$ cat config.mk
export PLATFORM = sky130hd
export DESIGN_NAME = flow_seq
export DESIGN_NICKNAME = d
export VERILOG_FILES = /design/src/rtl/flow_seq_pkg.sv /design/src/rtl/flow_seq_decode.sv /design/src/rtl/flow_seq_stack.sv /design/src/rtl/flow_seq_wait.sv /design/src/rtl/flow_seq.sv
export SDC_FILE = /design/constraint.sdc
export NUM_CORES = 1
export LEC_CHECK = 0
export BUFFER_PORTS_ARGS = -buffer_cell sky130_fd_sc_hd__buf_2
export CORE_MARGIN = 2
export CORE_UTILIZATION = 56
export CTS_CLUSTER_SIZE = 10
export DETAILED_ROUTE_END_ITERATION = 16
export PLACE_DENSITY = 0.77
export SLEW_MARGIN = 0
export SYNTH_ARGS = -nofsm -noshare
export SYNTH_HDL_FRONTEND = slang
export SYNTH_SLANG_ARGS = --single-unit
$ cat constraint.sdc
create_clock -name clk_i -period 4.4 [get_ports clk_i]
set_clock_uncertainty 0.2 [all_clocks]
set_input_delay 0.66 -clock clk_i [delete_from_list [all_inputs] [get_ports clk_i]]
set_output_delay 0.66 -clock clk_i [all_outputs]
set_load 0.02 [all_outputs]
$ cat src/rtl/flow_seq_pkg.sv
package flow_seq_pkg;

  localparam logic [5:0] OPC_BR_NE_IMM = 6'h30;
  localparam logic [5:0] OPC_BR_EQ_IMM = 6'h31;
  localparam logic [5:0] OPC_BR_BIT_CLR = 6'h32;
  localparam logic [5:0] OPC_BR_BIT_SET = 6'h33;
  localparam logic [5:0] OPC_RETURN = 6'h34;
  localparam logic [5:0] OPC_CALL = 6'h35;
  localparam logic [5:0] OPC_WAIT_PTR = 6'h36;
  localparam logic [5:0] OPC_SET_SECURE = 6'h3b;

  typedef enum logic [2:0] {
    ACT_STEP,
    ACT_JUMP,
    ACT_CALL,
    ACT_RET,
    ACT_WAIT,
    ACT_SECURE
  } seq_act_e;

endpackage

$ cat src/rtl/flow_seq_decode.sv
module flow_seq_decode
  import flow_seq_pkg::*;
#(
  parameter int ADDR_W = 16
) (
  input  logic [31:0]       instr_i,
  input  logic [31:0]       reg_val_i,
  input  logic [ADDR_W-1:0] pc_i,
  output logic [4:0]        reg_idx_o,
  output seq_act_e          act_o,
  output logic [ADDR_W-1:0] br_target_o,
  output logic [ADDR_W-1:0] call_target_o,
  output logic              int_ret_o
);

  logic [5:0]  opc;
  logic [4:0]  imm5;
  logic [31:0] off_ext;
  logic [31:0] pc_ext;
  logic [31:0] sum;
  logic        eq_imm;
  logic        bit_val;

  assign opc       = instr_i[31:26];
  assign imm5      = instr_i[20:16];
  assign reg_idx_o = instr_i[25:21];
  assign int_ret_o = instr_i[25];

  assign off_ext = {{16{instr_i[15]}}, instr_i[15:0]};
  assign pc_ext  = {{(32-ADDR_W){1'b0}}, pc_i};
  assign sum     = pc_ext + off_ext;
  assign br_target_o   = sum[ADDR_W-1:0];
  assign call_target_o = instr_i[ADDR_W-1:0];

  assign eq_imm  = (reg_val_i == {27'd0, imm5});
  assign bit_val = reg_val_i[imm5];

  always_comb begin
    act_o = ACT_STEP;
    unique case (opc)
      OPC_BR_NE_IMM:  act_o = eq_imm   ? ACT_STEP : ACT_JUMP;
      OPC_BR_EQ_IMM:  act_o = eq_imm   ? ACT_JUMP : ACT_STEP;
      OPC_BR_BIT_CLR: act_o = bit_val  ? ACT_STEP : ACT_JUMP;
      OPC_BR_BIT_SET: act_o = bit_val  ? ACT_JUMP : ACT_STEP;
      OPC_RETURN:     act_o = ACT_RET;
      OPC_CALL:       act_o = ACT_CALL;
      OPC_WAIT_PTR:   act_o = ACT_WAIT;
      OPC_SET_SECURE: act_o = ACT_SECURE;
      default:        act_o = ACT_STEP;
    endcase
  end

  // opcodes outside the flow range never request a jump
  always_comb begin
    assert_low_opc_steps_R2: assert (opc >= 6'h30 || act_o == ACT_STEP)
      else $error("low opcode decoded as flow control");
  end

endmodule

$ cat src/rtl/flow_seq_stack.sv
module flow_seq_stack #(
  parameter int DEPTH  = 8,
  parameter int ADDR_W = 16
) (
  input  logic              clk_i,
  input  logic              rst_ni,
  input  logic              push_i,
  input  logic              pop_i,
  input  logic [ADDR_W-1:0] data_i,
  output logic [ADDR_W-1:0] top_o,
  output logic              empty_o,
  output logic              ovf_o,
  output logic              udf_o
);

  localparam int IDX_W = (DEPTH > 1) ? $clog2(DEPTH) : 1;
  localparam int CNT_W = $clog2(DEPTH + 1);

  logic [CNT_W-1:0]  cnt_q;
  logic [ADDR_W-1:0] slot_q [DEPTH];
  logic              full;
  logic              wr_en;
  logic [IDX_W-1:0]  wr_idx;
  logic [IDX_W-1:0]  top_idx;

  assign full    = (cnt_q == CNT_W'(DEPTH));
  assign empty_o = (cnt_q == '0);
  assign wr_en   = push_i && !full;
  assign ovf_o   = push_i && full;
  assign udf_o   = pop_i && empty_o;
  assign wr_idx  = IDX_W'(cnt_q);
  assign top_idx = IDX_W'(cnt_q - CNT_W'(1));
  assign top_o   = empty_o ? '0 : slot_q[top_idx];

  for (genvar i = 0; i < DEPTH; i++) begin : g_slot
    always_ff @(posedge clk_i or negedge rst_ni) begin
      if (!rst_ni) slot_q[i] <= '0;
      else if (wr_en && wr_idx == IDX_W'(i)) slot_q[i] <= data_i;
    end
  end

  always_ff @(posedge clk_i or negedge rst_ni) begin
    if (!rst_ni) cnt_q <= '0;
    else if (wr_en) cnt_q <= cnt_q + CNT_W'(1);
    else if (pop_i && !empty_o) cnt_q <= cnt_q - CNT_W'(1);
  end

  assert_cnt_bound_R7: assert property (@(posedge clk_i) disable iff (!rst_ni)
    cnt_q <= CNT_W'(DEPTH));

  assert_ovf_drop_R7: assert property (@(posedge clk_i) disable iff (!rst_ni)
    (push_i && full) |=> cnt_q == $past(cnt_q));

  assert_pop_shrinks_R6: assert property (@(posedge clk_i) disable iff (!rst_ni)
    (pop_i && !push_i && !empty_o) |=> cnt_q == $past(cnt_q) - CNT_W'(1));

endmodule

$ cat src/rtl/flow_seq_wait.sv
module flow_seq_wait #(
  parameter int PTR_W = 16
) (
  input  logic             clk_i,
  input  logic             rst_ni,
  input  logic             start_i,
  input  logic [PTR_W-1:0] wptr_i,
  output logic             stall_o,
  output logic             release_o
);

  logic [PTR_W-1:0] snap_q;
  logic             stall_q;

  assign stall_o   = stall_q;
  assign release_o = stall_q && (wptr_i != snap_q);

  always_ff @(posedge clk_i or negedge rst_ni) begin
    if (!rst_ni) begin
      stall_q <= 1'b0;
      snap_q  <= '0;
    end else if (start_i && !stall_q) begin
      stall_q <= 1'b1;
      snap_q  <= wptr_i;
    end else if (release_o) begin
      stall_q <= 1'b0;
    end
  end

  assert_release_clears_R11: assert property (@(posedge clk_i) disable iff (!rst_ni)
    release_o |=> !stall_q);

  assert_wait_holds_R10: assert property (@(posedge clk_i) disable iff (!rst_ni)
    (stall_q && !release_o) |=> stall_q);

endmodule

$ cat src/rtl/flow_seq.sv
module flow_seq
  import flow_seq_pkg::*;
#(
  parameter int ADDR_W      = 16,
  parameter int STACK_DEPTH = 8,
  parameter int PTR_W       = 16
) (
  input  logic              clk_i,
  input  logic              rst_ni,
  input  logic [31:0]       instr_i,
  input  logic [31:0]       reg_val_i,
  output logic [4:0]        reg_idx_o,
  input  logic [PTR_W-1:0]  wptr_i,
  input  logic              irq_enter_i,
  output logic [ADDR_W-1:0] pc_o,
  output logic              stall_o,
  output logic              stack_err_o,
  output logic              secure_o,
  output logic              in_handler_o
);

  localparam logic [ADDR_W-1:0] ONE = ADDR_W'(1);

  logic [ADDR_W-1:0] pc_q, pc_d, pc_inc;
  logic [ADDR_W-1:0] br_target, call_target, stk_top;
  seq_act_e          act;
  logic              int_ret, active;
  logic              push, pop, stk_empty, ovf, udf;
  logic              wait_start, stall, release_w;
  logic              err_q, secure_q, inh_q;

  assign pc_inc = pc_q + ONE;

  flow_seq_decode #(.ADDR_W(ADDR_W)) u_dec (
    .instr_i      (instr_i),
    .reg_val_i    (reg_val_i),
    .pc_i         (pc_q),
    .reg_idx_o    (reg_idx_o),
    .act_o        (act),
    .br_target_o  (br_target),
    .call_target_o(call_target),
    .int_ret_o    (int_ret)
  );

  assign active     = !stall;
  assign push       = active && (act == ACT_CALL);
  assign pop        = active && (act == ACT_RET);
  assign wait_start = active && (act == ACT_WAIT);

  flow_seq_stack #(.DEPTH(STACK_DEPTH), .ADDR_W(ADDR_W)) u_stk (
    .clk_i  (clk_i),
    .rst_ni (rst_ni),
    .push_i (push),
    .pop_i  (pop),
    .data_i (pc_inc),
    .top_o  (stk_top),
    .empty_o(stk_empty),
    .ovf_o  (ovf),
    .udf_o  (udf)
  );

  flow_seq_wait #(.PTR_W(PTR_W)) u_wait (
    .clk_i    (clk_i),
    .rst_ni   (rst_ni),
    .start_i  (wait_start),
    .wptr_i   (wptr_i),
    .stall_o  (stall),
    .release_o(release_w)
  );

  always_comb begin
    pc_d = pc_inc;
    if (stall) begin
      pc_d = release_w ? pc_inc : pc_q;
    end else begin
      unique case (act)
        ACT_JUMP: pc_d = br_target;
        ACT_CALL: pc_d = call_target;
        ACT_RET:  pc_d = stk_empty ? pc_inc : stk_top;
        ACT_WAIT: pc_d = pc_q;
        default:  pc_d = pc_inc;
      endcase
    end
  end

  always_ff @(posedge clk_i or negedge rst_ni) begin
    if (!rst_ni) begin
      pc_q     <= '0;
      err_q    <= 1'b0;
      secure_q <= 1'b0;
      inh_q    <= 1'b0;
    end else begin
      pc_q <= pc_d;
      if (ovf || udf) err_q <= 1'b1;
      if (active && act == ACT_SECURE) secure_q <= reg_val_i[0];
      if (irq_enter_i) inh_q <= 1'b1;
      else if (pop && int_ret) inh_q <= 1'b0;
    end
  end

  assign pc_o         = pc_q;
  assign stall_o      = stall;
  assign stack_err_o  = err_q;
  assign secure_o     = secure_q;
  assign in_handler_o = inh_q;

  assert_err_sticky_R7: assert property (@(posedge clk_i) disable iff (!rst_ni)
    stack_err_o |=> stack_err_o);

  assert_stall_pc_hold_R10: assert property (@(posedge clk_i) disable iff (!rst_ni)
    (stall_o && !release_w) |=> $stable(pc_o));

  assert_wait_issue_R10: assert property (@(posedge clk_i) disable iff (!rst_ni)
    wait_start |=> (stall_o && $stable(pc_o)));

  assert_release_step_R11: assert property (@(posedge clk_i) disable iff (!rst_ni)
    release_w |=> (!stall_o && pc_o == ADDR_W'($past(pc_o) + ONE)));

  assert_no_push_stalled_R10: assert property (@(posedge clk_i) disable iff (!rst_ni)
    stall_o |-> !push && !pop);

  assert_int_ret_clears_R8: assert property (@(posedge clk_i) disable iff (!rst_ni)
    (pop && int_ret && !irq_enter_i) |=> !in_handler_o);

endmodule

# ---- Word-level counts from Yosys, hierarchy flattened
# Cells that the tools add are included.
dict set report word_totals {
  out_inout_bits 25
  word_cells 96
  register_bits 168
}
dict set report op_classes {
  n_reduce_logical 29
  mux 20
  order_cmp 2
  add_sub_neg 4
  n_eq_ne 25
  bitwise_logic 1
}
# operator count
set ops {}
lappend ops {{$mux 16} 5}
lappend ops {{$pmux 16 s4} 1}
lappend ops {{$bmux 16 s3} 1}
lappend ops {{$eq 6x6->1 const B} 8}
lappend ops {{$eq 32x5->1} 1}
lappend ops {{$pmux 3 s8} 1}
lappend ops {{$logic_and 1x1->1} 19}
lappend ops {{$eq 3x3->1 const B} 6}
lappend ops {{$add 16x1->16 const B} 1}
lappend ops {{$add 16x16->16} 1}
lappend ops {{$ne 16x16->1} 1}
lappend ops {{$eq 3x2->1 const B} 4}
lappend ops {{$mux 1} 9}
lappend ops {{$mux 4} 2}
lappend ops {{$eq 3x1->1 const B} 2}
lappend ops {{$lt 5x6->1 const B} 1}
lappend ops {{$reduce_bool 2->1} 3}
lappend ops {{$bmux 1 s5} 1}
lappend ops {{$add 4x1->4 const B} 1}
lappend ops {{$eq 4x4->1 const B} 1}
lappend ops {{$ge 4x4->1 const B} 1}
lappend ops {{$logic_not 4->1} 1}
lappend ops {{$not 3->4} 1}
lappend ops {{$sub 4x1->4 const B} 1}
lappend ops {{6 further kinds} 8}

# ---- Depth between registers and ports, before layout
dict set report depth {
  ltp_word 9
  ltp_mapped 14
  ltp_nobuf 10
}

# ---- By module
# From an unflattened synthesis, not the netlist that was laid out.
dict set report hier_totals {
  cells_unflattened 884
  hier_area_um2 10156.0
}
# mod seq_area_each_um2 cells_each n_inst area_per_inst_um2
set by_module_without_submodules {}
lappend by_module_without_submodules {flow_seq_stack 3303.2 418 1 6214.7}
lappend by_module_without_submodules {flow_seq 475.5 230 1 1739.2}
lappend by_module_without_submodules {flow_seq_decode 0.0 176 1 1378.8}
lappend by_module_without_submodules {flow_seq_wait 425.4 60 1 823.3}

# ---- Worst setup path before layout
# Ideal clock, no wire load.
dict set report synth_timing {
  path_kind {register -> register}
  start {register u_stk.cnt_q[0]}
  end {register pc_q[5] (netlist: pc_o[5])}
  path_slack_ns 0.545
  t_arrival_ns 3.513
  required_time_ns 4.058
  period_less_slack_ns 3.855
  stages_incl_launch_ff 14
  path_cell_list {dfrtp_1 -> buf_2 -> buf_2 -> buf_2 -> inv_1 -> ha_1 -> clkbuf_1 -> buf_1 -> clkbuf_1 -> mux4_2 -> a211oi_1 -> a211oi_1 -> a221oi_1 -> o221ai_1}
}
dict set report synth_via {
  elab_chain_cells 8
}
# element line_no
set synth_lines {}
lappend synth_lines {{start: declaration} flow_seq_stack.sv:19} ;# logic [CNT_W-1:0] cnt_q;
lappend synth_lines {{start signal: assignment} flow_seq_stack.sv:44} ;# else if (wr_en) cnt_q <= cnt_q + CNT_W'(1);
lappend synth_lines {{start signal: assignment} flow_seq_stack.sv:45} ;# else if (pop_i && !empty_o) cnt_q <= cnt_q - CNT_W'(1);
lappend synth_lines {{$sub 4x1->4} flow_seq_stack.sv:32} ;# assign top_idx = IDX_W'(cnt_q - CNT_W'(1));
lappend synth_lines {{$not 3->4 (implied by the code)} flow_seq_stack.sv:33} ;# assign top_o = empty_o ? '0 : slot_q[top_idx];
lappend synth_lines {{$bmux 16 s3} flow_seq_stack.sv:33}
lappend synth_lines {{$mux 16 (implied by the code) (2 in series)} flow_seq_stack.sv:33}
lappend synth_lines {{$mux 16 *} flow_seq.sv:79} ;# ACT_RET: pc_d = stk_empty ? pc_inc : stk_top;
lappend synth_lines {{$pmux 16 s4 *} flow_seq.sv:76} ;# unique case (act)
lappend synth_lines {{$mux 16 *} flow_seq.sv:73} ;# if (stall) begin
lappend synth_lines {{end signal: assignment} flow_seq.sv:93} ;# pc_q <= pc_d;
lappend synth_lines {{end: declaration} flow_seq.sv:24} ;# logic [ADDR_W-1:0] pc_q, pc_d, pc_inc;
# Mark *: on every way between the ends. The rest lies on a longest branch, timed or not. The select of a mux whose other input is x is not followed.
# A chain may end at the register's enable or synchronous reset.

# ---- Worst setup path in the final report
dict set report layout_timing {
  start {register pc_q[0] (netlist: pc_o[0])}
  end {register pc_q[14] (netlist: pc_o[14])}
}
dict set report layout_via {
  elab_chain_cells 4
}
# element line_no
set layout_lines {}
lappend layout_lines {{$add 16x1->16} flow_seq.sv:32} ;# assign pc_inc = pc_q + ONE;
lappend layout_lines {{$mux 16} flow_seq.sv:79}
lappend layout_lines {{$pmux 16 s4} flow_seq.sv:76}
lappend layout_lines {{$mux 16 *} flow_seq.sv:73}
# Marked as above.

==> run summary <==
===============================================================================================
Sequential cell area .............................................................    4205 um^2
Number of pins exceeding their max-slew limit in the final report ................            0
Clock insertion delay at the later pin of the skew report ........................       430 ps
Diodes inserted ..................................................................            0
Max-cap viol count ...............................................................            0
Category of the worst setup path capture point ...................................    flip-flop
Clock input transition at the sequential cells of the worst setup and hold paths .        70 ps
Avg Inst Size Synth ..............................................................   10.29 um^2
Final Critical Period ............................................................      3463 ps
Share of synthesized area occupied by flip-flops and latches .....................       44.81%
RSZ-0062 raised after global routing .............................................           no
GRT Overall Usage ................................................................       26.41%
Slew at the pin closest to its max-slew limit ....................................     914.0 ps
Post-Syn Instances ...............................................................          912
Total detailed-routing wirelength ................................................    22,150 um
Flip-flop and latch count after synthesis ........................................          168
Post-detail-place hpwl ...........................................................    15,560 um
Final-stage net count ............................................................        1,093
Leakage ..........................................................................     4.683 nW
Endpoint of the worst-slack reg-to-reg timing path ............................... pc_o[14]$_DFFE_PN0P_
Number of ports placed on the die boundary .......................................          108
Total via count in the routed design .............................................        7,341
Cells on worst reg2reg path ......................................................           10
Yosys top cell area share ........................................................       44.81%
Number of H-tree levels ..........................................................            4
Average wire per standard cell ...................................................     18.17 um
Number of global-route vias before repair ........................................        7,338
Worst reg2reg path startpoint .................................................... pc_o[0]$_DFFE_PN0P_
Highest fanout seen on the critical path .........................................           16
First-pass DRT Iterations ........................................................            5
Distinct cell type count after synthesis .........................................           61
Area growth, synth to finish .....................................................       13.07%
Accumulated negative setup slack .................................................         0 ps
Class of the tightest hold or removal check ......................................  in -> async
Worst-case clock buffer depth ....................................................            2
Remaining global-route overflow ..................................................            0
Clock root buffer ................................................................ sky130_fd_sc_hd__clkbuf_16
Cell area after synthesis ........................................................    9381 um^2
Final period utilization .........................................................       78.70%
Worst relative slew slack ........................................................       39.00%
Critical Path RT .................................................................      4490 ps
Pin count of the biggest net entering global routing .............................           92
Number of port buffers ...........................................................           99
Post-route DRC violation count ...................................................            0
Setup slack of the most critical reg-to-reg path .................................       940 ps
Synth Flop Type .................................................................. sky130_fd_sc_hd__dfrtp_1
Clk sink count ...................................................................          168
Standard-cell row count ..........................................................           47
Footprint of the multi-input gates ...............................................    4768 um^2
Core region area .................................................................  16,470 um^2
Overall die height ...............................................................     133.4 um
Resized Gates After CTS ..........................................................            0
Worst IR Drop VDD ................................................................     359.5 uV
TritonCTS clock tree .............................................................         done
Most area-consuming cells after synthesis ........................................ sky130_fd_sc_hd__dfrtp_1 45%, sky130_fd_sc_hd__mux4_2 9.1%, sky130_fd_sc_hd__o21ai_0 6.3%, sky130_fd_sc_hd__nand2_1 5.1%, sky130_fd_sc_hd__xnor2_1 3.6%
First-pass GRT wire length .......................................................    37,230 um
Number of enable-type register cells in the synthesized netlist ..................            0
Die width ........................................................................     133.4 um
Final Hold Fails .................................................................            0
Initial antenna violation count ..................................................            0
Element type at the critical path start ..........................................    flip-flop
Routability congestion estimate from global placement ............................       0.8412
Area of the die ..................................................................  17,800 um^2
Initial cell density of the core .................................................       56.98%
Antenna viol nets, final .........................................................            0
Buffers inserted during post-CTS setup optimization ..............................            0
Share of async-settable or async-resettable flops after synthesis ................       100.0%
Top cells by instance count after synthesis ...................................... 168 x sky130_fd_sc_hd__dfrtp_1, 128 x sky130_fd_sc_hd__nand2_1, 119 x sky130_fd_sc_hd__o21ai_0
Cell with the most instances after synthesis ..................................... sky130_fd_sc_hd__dfrtp_1
Status ...........................................................................    completed
Number of fillers in the final layout ............................................        1,293
Max Clk Rate .....................................................................   0.2888 GHz
Initial DRC count ................................................................          602
TritonCTS buffer count ...........................................................           17
Synthesis Warnings ...............................................................            0
P per Cell Area .................................................................. 593.1 nW/um^2
Share of layout cells above drive strength 1 .....................................       23.72%
WS Path Type .....................................................................   reg -> reg
# setup viols final ..............................................................            0
Design Area, Final ...............................................................  10,610 um^2
Number of hold buffers added after CTS ...........................................            0
Arrival time of data at the critical path endpoint ...............................      3560 ps
Largest area contributor in the netlist .......................................... sky130_fd_sc_hd__dfrtp_1
Syn Nets .........................................................................        1,019
Post-detailed-route via-to-cell ratio ............................................        6.022
Post-placement cell area .........................................................  10,030 um^2
===============================================================================================
[sequential cells by signal, summed over array words and instances (netlist names)]
signal          count
u_wait.snap_q      16
in_handler_o        1
secure_o            1
u_wait.stall_o      1
u_stk.slot_q      128
stack_err_o         1
pc_o               16
u_stk.cnt_q         4
[area by class of cell]
class	instances	share of cell area, %
clock buffers	18	4.140
repair buffers	124	6.617
multi-input cells	655	44.95
inverters	20	0.7077
well taps	220	2.595
flip-flops and latches	168	39.64
clock inverters	14	1.345
[cell usage in the layout, fill, tap and decap left out, types with 5 or more instances in the layout]
| cell | instances |
|---|---|
| sky130_fd_sc_hd__mux2_2 | 29 |
| sky130_fd_sc_hd__ha_1 | 23 |
| sky130_fd_sc_hd__a21oi_1 | 40 |
| sky130_fd_sc_hd__mux2i_1 | 6 |
| sky130_fd_sc_hd__nand2_1 | 128 |
| sky130_fd_sc_hd__a21o_1 | 5 |
| sky130_fd_sc_hd__nor2_1 | 40 |
| sky130_fd_sc_hd__xor2_1 | 8 |
| sky130_fd_sc_hd__nand4_1 | 13 |
| sky130_fd_sc_hd__clkbuf_16 | 17 |
| sky130_fd_sc_hd__and2_1 | 5 |
| sky130_fd_sc_hd__a221oi_1 | 8 |
| sky130_fd_sc_hd__and3_1 | 5 |
| sky130_fd_sc_hd__o31ai_1 | 6 |
| sky130_fd_sc_hd__dfrtp_1 | 167 |
| sky130_fd_sc_hd__mux4_2 | 38 |
| sky130_fd_sc_hd__xnor2_1 | 39 |
| sky130_fd_sc_hd__o21ai_0 | 119 |
| sky130_fd_sc_hd__nor3_1 | 9 |
| sky130_fd_sc_hd__nor2b_1 | 16 |
| sky130_fd_sc_hd__buf_2 | 98 |
| sky130_fd_sc_hd__nand3_1 | 19 |
| sky130_fd_sc_hd__buf_4 | 24 |
| sky130_fd_sc_hd__a211oi_1 | 29 |
| sky130_fd_sc_hd__inv_1 | 20 |
| sky130_fd_sc_hd__nor4_1 | 10 |
[stage by stage]
stage | instances | hold slack [ps] | setup slack (ps) | total power (W) | utilization [%]
floorplan | 912 | 164.4 | 544.7 | 0.004072 | -
global placement | 1187 | 256.8 | 827.0 | 0.004729 | 60.89
detailed placement | 1187 | 265.5 | 787.0 | 0.004813 | 60.89
CTS | 1219 | 81.84 | 957.2 | 0.006298 | 64.42
global route | 1219 | 115.8 | 690.3 | 0.006681 | 64.42
finish | 1219 | 59.93 | 937.2 | 0.006292 | 64.42
[power by group]
group | switching, W | internal [W]
clock | 0.000661 | 0.000806
sequential | 0.000345 | 0.00198
combinational | 0.00140 | 0.00110
total | 0.00241 | 0.00388
[routing by layer]
layer  vias up  global-route usage (%)  share of wire, %
met1      3642                   37.15                45
met4         0                   7.624               1.2
met2       207                   42.15                48
met5         -                       0                 0
li1       3473                       -                 -
met3        19                   5.327               5.5
[critical path, stage by stage (launching register included)]
cell and delay, ps:
sky130_fd_sc_hd__dfrtp_1 570, sky130_fd_sc_hd__ha_1 320, sky130_fd_sc_hd__fa_1 430, sky130_fd_sc_hd__a211oi_1 290, sky130_fd_sc_hd__o21ai_0 170, sky130_fd_sc_hd__a21o_1 200
sky130_fd_sc_hd__a311o_1 360, sky130_fd_sc_hd__a41o_1 270, sky130_fd_sc_hd__mux2_2 260, sky130_fd_sc_hd__o21ai_0 160, sky130_fd_sc_hd__a31oi_1 100
[kinds of logic after synthesis]
kind of cell	share of synthesized area, %
XOR/XNOR	4.481
AO/OA/AOI/OAI	16.11
multiplexers	13.80
buffers and inverters	4.681
AND/OR/NAND/NOR	12.83
flip-flops	44.81
adder cells (fa/ha/maj)	3.281
[worst max path at each step]
| stage | to | startpoint | slack [ps] |
|---|---|---|---|
| final | pc_o[14]$_DFFE_PN0P_ | pc_o[0]$_DFFE_PN0P_ | 940 |
| after CTS | pc_o[14]$_DFFE_PN0P_ | pc_o[0]$_DFFE_PN0P_ | 960 |
| after floorplan | pc_o[5]$_DFFE_PN0P_ | u_stk.cnt_q[0]$_DFFE_PN0P_ | 540 |
| after global routing | pc_o[14]$_DFFE_PN0P_ | pc_o[0]$_DFFE_PN0P_ | 690 |
| after detailed placement | u_stk.slot_q[1]$_DFFE_PN0P_ | instr_i[17] | 790 |
| after global placement | pc_o[14]$_DFFE_PN0P_ | instr_i[0] | 830 |
Power figures use the tool's default switching activity.
